[src/rtl/fb_scan_pkg.sv]
package fb_scan_pkg;
  // Strobes handed from the timing control to the pixel datapath
  typedef struct packed {
    logic active;      // current position is a visible pixel
    logic frameLatch;  // first clock of the first blanking line
    logic hSyncN;
    logic vSyncN;
  } scan_strobe_t;
endpackage

[src/rtl/fb_scan_timing.sv]
module fb_scan_timing
  import fb_scan_pkg::*;
#(
  parameter int HACT = 640,
  parameter int HFP  = 16,
  parameter int HSY  = 96,
  parameter int HBP  = 48,
  parameter int VACT = 480,
  parameter int VFP  = 10,
  parameter int VSY  = 2,
  parameter int VBP  = 33,
  localparam int HTOT = HACT + HFP + HSY + HBP,
  localparam int VTOT = VACT + VFP + VSY + VBP,
  localparam int XW   = $clog2(HTOT),
  localparam int YW   = $clog2(VTOT)
) (
  input  logic          clk,
  input  logic          rstN,
  output logic [XW-1:0] xPos,
  output logic [YW-1:0] yPos,
  output scan_strobe_t  stb
);
  localparam logic [XW-1:0] H_LAST = XW'(HTOT - 1);
  localparam logic [XW-1:0] H_ACT  = XW'(HACT);
  localparam logic [XW-1:0] HS_ON  = XW'(HACT + HFP);
  localparam logic [XW-1:0] HS_OFF = XW'(HACT + HFP + HSY);
  localparam logic [YW-1:0] V_LAST = YW'(VTOT - 1);
  localparam logic [YW-1:0] V_ACT  = YW'(VACT);
  localparam logic [YW-1:0] VS_ON  = YW'(VACT + VFP);
  localparam logic [YW-1:0] VS_OFF = YW'(VACT + VFP + VSY);

  logic [XW-1:0] hCnt;
  logic [YW-1:0] vCnt;

  always_ff @(posedge clk or negedge rstN) begin
    if (!rstN) begin
      hCnt <= '0;
      vCnt <= '0;
    end else if (hCnt == H_LAST) begin
      hCnt <= '0;
      vCnt <= (vCnt == V_LAST) ? '0 : vCnt + 1'b1;
    end else begin
      hCnt <= hCnt + 1'b1;
    end
  end

  assign xPos           = hCnt;
  assign yPos           = vCnt;
  assign stb.active     = (hCnt < H_ACT) && (vCnt < V_ACT);
  assign stb.frameLatch = (hCnt == '0) && (vCnt == V_ACT);
  assign stb.hSyncN     = !((hCnt >= HS_ON) && (hCnt < HS_OFF));
  assign stb.vSyncN     = !((vCnt >= VS_ON) && (vCnt < VS_OFF));

  // line counter wraps into the next line, frame wraps to line 0
  p_line_wrap_r2: assert property (@(posedge clk) disable iff (!rstN)
    (hCnt == H_LAST) |=> (hCnt == '0) &&
      (vCnt == (($past(vCnt) == V_LAST) ? '0 : $past(vCnt) + 1'b1)));

  // vertical sync only moves on a line boundary
  p_vsync_edge_r2: assert property (@(posedge clk) disable iff (!rstN)
    $fell(stb.vSyncN) |-> (hCnt == '0));
endmodule

[src/rtl/fb_scan_datapath.sv]
module fb_scan_datapath
  import fb_scan_pkg::*;
#(
  parameter int HACT     = 640,
  parameter int VACT     = 480,
  parameter int XW       = 10,
  parameter int YW       = 10,
  parameter int STRIDE   = 1024,
  parameter int AW       = 32,
  parameter int BASE_LSB = 21,
  parameter int LAT      = 2,
  localparam int SW      = $clog2(STRIDE),
  localparam int OW      = BASE_LSB - 2,
  localparam int BW      = AW - BASE_LSB
) (
  input  logic          clk,
  input  logic          rstN,
  input  scan_strobe_t  stb,
  input  logic [XW-1:0] xPos,
  input  logic [YW-1:0] yPos,
  input  logic          regWrEn,
  input  logic          regIdx,
  input  logic [AW-1:0] regWrData,
  output logic [AW-1:0] regRdData,
  output logic          memReq,
  output logic [AW-1:0] memAddr,
  input  logic [31:0]   memRdData,
  input  logic          memValid,
  output logic [7:0]    pixR,
  output logic [7:0]    pixG,
  output logic [7:0]    pixB,
  output logic          pixDe,
  output logic          hSyncN,
  output logic          vSyncN
);
  localparam logic [XW-1:0] X_MAX = XW'(HACT - 1);
  localparam logic [YW-1:0] Y_MAX = YW'(VACT - 1);
  localparam logic [BASE_LSB-1:0] FRAME_END = BASE_LSB'(VACT * STRIDE * 4 - 1);

  // programmed registers and the copies used by the frame being shown
  logic [BW-1:0] baseReg, actBase;
  logic          ctrlEn, ctrlRot, actRot;

  always_ff @(posedge clk or negedge rstN) begin
    if (!rstN) begin
      baseReg <= '0;
      ctrlEn  <= 1'b0;
      ctrlRot <= 1'b0;
    end else if (regWrEn) begin
      if (regIdx) begin
        ctrlEn  <= regWrData[0];
        ctrlRot <= regWrData[1];
      end else begin
        baseReg <= regWrData[AW-1:BASE_LSB];
      end
    end
  end

  always_ff @(posedge clk or negedge rstN) begin
    if (!rstN) begin
      actBase <= '0;
      actRot  <= 1'b0;
    end else if (stb.frameLatch) begin
      actBase <= baseReg;
      actRot  <= ctrlRot;
    end
  end

  assign regRdData = regIdx ? {{(AW-2){1'b0}}, ctrlRot, ctrlEn}
                            : {baseReg, {BASE_LSB{1'b0}}};

  // fetch address
  logic [XW-1:0] xEff;
  logic [YW-1:0] yEff;
  logic [OW-1:0] wordOff;

  assign xEff    = actRot ? (X_MAX - xPos) : xPos;
  assign yEff    = actRot ? (Y_MAX - yPos) : yPos;
  assign wordOff = OW'({yEff, {SW{1'b0}}}) + OW'(xEff);
  assign memReq  = stb.active && ctrlEn;
  assign memAddr = {actBase, wordOff, 2'b00};

  // delay {de, hsync, vsync} by the memory latency
  logic [2:0] dly [LAT];

  always_ff @(posedge clk or negedge rstN) begin
    if (!rstN) begin
      for (int i = 0; i < LAT; i++) dly[i] <= 3'b011;
    end else begin
      dly[0] <= {memReq, stb.hSyncN, stb.vSyncN};
      for (int i = 1; i < LAT; i++) dly[i] <= dly[i-1];
    end
  end

  logic deTap;
  assign deTap = dly[LAT-1][2];

  always_ff @(posedge clk or negedge rstN) begin
    if (!rstN) begin
      pixDe  <= 1'b0;
      pixR   <= '0;
      pixG   <= '0;
      pixB   <= '0;
      hSyncN <= 1'b1;
      vSyncN <= 1'b1;
    end else begin
      pixDe  <= deTap;
      hSyncN <= dly[LAT-1][1];
      vSyncN <= dly[LAT-1][0];
      if (deTap && memValid) begin
        pixR <= memRdData[23:16];
        pixG <= memRdData[15:8];
        pixB <= memRdData[7:0];
      end else begin
        pixR <= '0;
        pixG <= '0;
        pixB <= '0;
      end
    end
  end

  logic unusedBits;
  assign unusedBits = ^{memRdData[31:24], regWrData[BASE_LSB-1:2]};

  // shown configuration moves only on the frame latch strobe
  p_cfg_stable_r8: assert property (@(posedge clk) disable iff (!rstN)
    !stb.frameLatch |=> $stable(actBase) && $stable(actRot));

  // memory must answer LAT cycles after each request
  p_valid_aligned_r6: assert property (@(posedge clk) disable iff (!rstN)
    deTap |-> memValid);

  // a shown pixel always follows a returned word
  p_de_has_data_r6: assert property (@(posedge clk) disable iff (!rstN)
    pixDe |-> $past(memValid));

  // requests stay inside the frame region
  p_req_in_frame_r3: assert property (@(posedge clk) disable iff (!rstN)
    memReq |-> (memAddr[BASE_LSB-1:0] <= FRAME_END));
endmodule

[src/rtl/fb_scanout.sv]
module fb_scanout
  import fb_scan_pkg::*;
#(
  parameter int HACT   = 640,
  parameter int HFP    = 16,
  parameter int HSY    = 96,
  parameter int HBP    = 48,
  parameter int VACT   = 480,
  parameter int VFP    = 10,
  parameter int VSY    = 2,
  parameter int VBP    = 33,
  parameter int STRIDE = 1024,
  parameter int LAT    = 2,
  localparam int XW    = $clog2(HACT + HFP + HSY + HBP),
  localparam int YW    = $clog2(VACT + VFP + VSY + VBP)
) (
  input  logic        clk,
  input  logic        rstN,
  input  logic        regWrEn,
  input  logic        regIdx,
  input  logic [31:0] regWrData,
  output logic [31:0] regRdData,
  output logic        memReq,
  output logic [31:0] memAddr,
  input  logic [31:0] memRdData,
  input  logic        memValid,
  output logic [7:0]  pixR,
  output logic [7:0]  pixG,
  output logic [7:0]  pixB,
  output logic        pixDe,
  output logic        hSyncN,
  output logic        vSyncN
);
  scan_strobe_t  stb;
  logic [XW-1:0] xPos;
  logic [YW-1:0] yPos;

  fb_scan_timing #(
    .HACT(HACT), .HFP(HFP), .HSY(HSY), .HBP(HBP),
    .VACT(VACT), .VFP(VFP), .VSY(VSY), .VBP(VBP)
  ) uTiming (
    .clk(clk), .rstN(rstN), .xPos(xPos), .yPos(yPos), .stb(stb)
  );

  fb_scan_datapath #(
    .HACT(HACT), .VACT(VACT), .XW(XW), .YW(YW), .STRIDE(STRIDE),
    .AW(32), .BASE_LSB(21), .LAT(LAT)
  ) uData (
    .clk(clk), .rstN(rstN), .stb(stb), .xPos(xPos), .yPos(yPos),
    .regWrEn(regWrEn), .regIdx(regIdx), .regWrData(regWrData),
    .regRdData(regRdData), .memReq(memReq), .memAddr(memAddr),
    .memRdData(memRdData), .memValid(memValid),
    .pixR(pixR), .pixG(pixG), .pixB(pixB), .pixDe(pixDe),
    .hSyncN(hSyncN), .vSyncN(vSyncN)
  );
endmodule

[config.mk]
export PLATFORM = sky130hd
export DESIGN_NAME = fb_scanout
export DESIGN_NICKNAME = d
export VERILOG_FILES = /design/src/rtl/fb_scan_pkg.sv /design/src/rtl/fb_scan_timing.sv /design/src/rtl/fb_scan_datapath.sv /design/src/rtl/fb_scanout.sv
export SDC_FILE = /design/constraint.sdc
export NUM_CORES = 1
export LEC_CHECK = 0
export ABC_AREA = 1
export BUFFER_PORTS_ARGS = -buffer_cell sky130_fd_sc_hd__buf_2
export CORE_MARGIN = 2
export CORE_UTILIZATION = 30
export DETAILED_ROUTE_END_ITERATION = 10
export PLACE_DENSITY = 0.56
export SETUP_SLACK_MARGIN = 0.4
export SYNTH_ARGS = -nofsm -noshare
export SYNTH_HDL_FRONTEND = slang
export SYNTH_SLANG_ARGS = --single-unit
[constraint.sdc]
create_clock -name clk -period 4.55 [get_ports clk]
set_input_delay 0 -clock clk [delete_from_list [all_inputs] [get_ports clk]]
set_output_delay 0 -clock clk [all_outputs]
set_load 0.03 [all_outputs]
==> flow_metrics.tcl <==
set metrics [dict create \
    status "finished, final reports clean" \
    pre_cts_slack_ns 2.225 \
    via_count 2984 \
    final_antenna_net_count 0 \
    wirelength_mm 8.576 \
    crit_chain "inv_1, ha_1, nand3_1, nor2_1, nand3_2, nand2_1, nand2_1" \
    grt_max_degree 79 \
    die_area_sq_um 13380 \
    ys_seq_elements 78 \
    cp.required_ns 4.77 \
    gp_congestion 0.8211 \
    crit_buf_inv 1 \
    start_util_pct 30.89 \
    vias_per_cell 4.049 \
    finalCritPeriodShare_pct 49.56 \
    synth.avg_cell_area_sq_um 8.844 \
    max_freq_mhz 443.5 \
    reg2reg_slack_ns 2.30 \
    clkTransAtPathRegs_ns 0.06 \
    max_stage_delay_ns 0.70 \
    port_buffers 112 \
    startpoint "uTiming.yPos[0]" \
    antenna_found_initial 0 \
    synth_top_area_share_pct 48.16 \
    std_cell_rows 40 \
    timing.rr.start "uTiming.yPos[0]" \
    cp_num_cells 7 \
    grt_pass1_vias 3010 \
    rsz0062_at_grt "false" \
    die_h_um 115.7 \
    globalRouteTotalUtil_pct 13.26 \
    final_nets 641 \
    clock_skew_ns 0.009766 \
    syn-cell-area_sq_um 3741 \
    clockRootBuffer "clkbuf_16" \
    overflow 0 \
    clk_path_buf_depth 2 \
    min_path_type "primary input to flip-flop" \
    layout_min_cycle_time_ns 2.255 \
    hpwl_mm 5.972 \
    synth_top_area_cell "dfrtp_1" \
    core_sq_um 12110 \
    drv_cap 0 \
    htree_num_levels 3 \
    layout_setup_ws_ns 2.295 \
    io_pins 161 \
    dr.pass1.iters 5 \
    finalSetupTns_ns 0 \
    synth_edf_count 0 \
    crit_type "flip-flop to flip-flop" \
    die_x_um 115.7 \
    area_growth_syn_to_layout_pct 33.55 \
    r2r_end "uData.actBase[3]" \
    synth_flop_cell "dfrtp_1" \
    ys_top_cells_by_count "dfrtp_1 (72), nor2_1 (67), inv_1 (65), nand2_1 (64), buf_4 (25)" \
    p_leak_nw 2.865 \
    tightest_slew_ns 0.9854 \
    critPathLaunchType "flip-flop" \
    wl_per_cell_um 11.64 \
    ys_types 28 \
    hold_viol 0 \
    dp.cells 683 \
    cp_common_cell "nand2_1" \
    slew-limit-headroom_pct 34.30 \
    power.density_nw_per_um2 343.0 \
    cts-resized-gates 0 \
    fillers 1238 \
    crit_end "uData.actBase[3]" \
    tritoncts "yes" \
    antenna_cells 0 \
    setup_viol 0 \
    worstPathMaxFanout 13 \
    maxSlewViolCount 0 \
    drc 0 \
    numClockSinks 78 \
    ys.warnings.count 0 \
    synth.area.top_cells "dfrtp_1 (48%), nor2_1 (6.7%), inv_1 (6.5%), nand2_1 (6.4%), buf_4 (5.0%)" \
    synth_most_common_cell "dfrtp_1" \
    clock_latency_ns 0.34 \
    cts_buffers 9 \
    endpoint_kind "flip-flop" \
    worst_r2r_path_depth 7 \
    ys_seq_area_share_pct 52.37 \
    drtIter0Drc 155 \
    crit_slowest_cell "nor2_1" \
    drive_gt1_share_pct 25.31 \
    crit_family "simple AND/OR/NAND/NOR gates" \
    worst_ir_drop_vdd_v 0.0001488 \
    crit_arrival_ns 2.47 \
    grt_pass1_wl_mm 13.95 \
    syn_inst 423 \
    instances_no_fill 737 \
    async_flop_share_pct 100.0 \
]
-- layout make-up --
class                           count  area, sq um  area share (%)
Clock buffer                       12        246.5           4.934
Clock inverter                      4        72.57           1.453
Inverter                           65        244.0           4.884
Multi-Input combinational cell    260         1320           26.42
Sequential cell                    78         1959           39.22
Tap cell                          168        210.2           4.207
Timing Repair Buffer              150        943.4           18.88
-- registers in the layout (all words and copies together) (netlist names) --
register and count:
uData.actBase 11, uData.actRot 1, uData.baseReg 11, uData.ctrlEn 1
uData.ctrlRot 1, uData.deTap 1, uData.dly 5, uData.hSyncN 1
uData.pixB 8, uData.pixDe 1, uData.pixG 8, uData.pixR 8
uData.vSyncN 1, uTiming.xPos 10, uTiming.yPos 10
-- repair_timing --
item	in CTS	in global routing
hold buffers	38	0
buffers inserted	0	0
endpoints found under the hold margin	109	0
-- how the worst min path moves through the flow --
stage                   from                to  cells after the start
2_1_floorplan           rstN  uData.actBase[0]                      0
3_3_place_gp   memRdData[14]     uData.pixG[6]                      3
3_5_place_dp   memRdData[16]     uData.pixR[0]                      3
4_1_cts              regWrEn      uData.ctrlEn                      3
5_1_grt              regWrEn      uData.ctrlEn                      3
6_report             regWrEn      uData.ctrlEn                      3
-- placed cells by master, fill, tap and decap left out, drive strengths merged, types with 6 or more instances in the layout --
cell / count
buf: 112
dfrtp: 72
nor2: 72
inv: 65
nand2: 65
dlygate4sd3: 38
conb: 21
xor2: 20
nand3: 20
nand4: 17
a21oi: 16
clkbuf: 12
o21ai: 9
ha: 8
dfstp: 6
-- report_power, final --
group | leakage (nW) | switching [W] | internal [W]
sequential | 0.998 | 0.0000134 | 0.000726
clock | 0.153 | 0.000269 | 0.000495
combinational | 1.71 | 0.000142 | 0.0000682
-- metrics by stage --
step / instance area [sq um] / hold WS, ns / total power [W] / util [%]
finish: 4996 / 0.04642 / 0.001714 / 41.25
detailed placement: 4297 / 0.2142 / 0.0009391 / 35.48
CTS: 4996 / 0.03788 / 0.001741 / 41.25
global placement: 4297 / 0.2138 / 0.0009365 / 35.48
global route: 4996 / 0.06025 / 0.001791 / 41.25
floorplan: 3816 / -0.2956 / 0.0008831 / -
-- per-layer routing --
metal | vias up | wire length [um] | global-route usage, % | part of all wire, %
met3 | 8 | 466 | 2.720 | 5.4
met2 | 99 | 4049 | 22.88 | 47
met4 | 0 | 112 | 5.159 | 1.3
met5 | - | 0 | 0 | 0
met1 | 1342 | 3948 | 16.32 | 46
li1 | 1535 | - | - | -
-- cells by family (layout without fill, tap and decap cells) --
group | Yosys count | in the layout | share of synthesized area [%]
muxes | 2 | 2 | 0.6020
buffers and inverters | 105 | 231 | 14.35
adders and majority gates | 8 | 8 | 2.676
xor gates and xnor gates | 21 | 21 | 4.916
and+or+nand+nor | 181 | 181 | 21.24
DFF | 78 | 78 | 52.37
other | 1 | 21 | 0.1002
AOI/OAI and AO/OA | 27 | 27 | 3.746
-- worst reg2reg max path: cells and delay by family, from the launching register on --
kind	cells	cell delay (ns)
fa+ha+maj	1	0.22
flops	1	0.41
simple gates	5	1.39
buf+inv	1	0.12
Power figures use the tool's default switching activity.
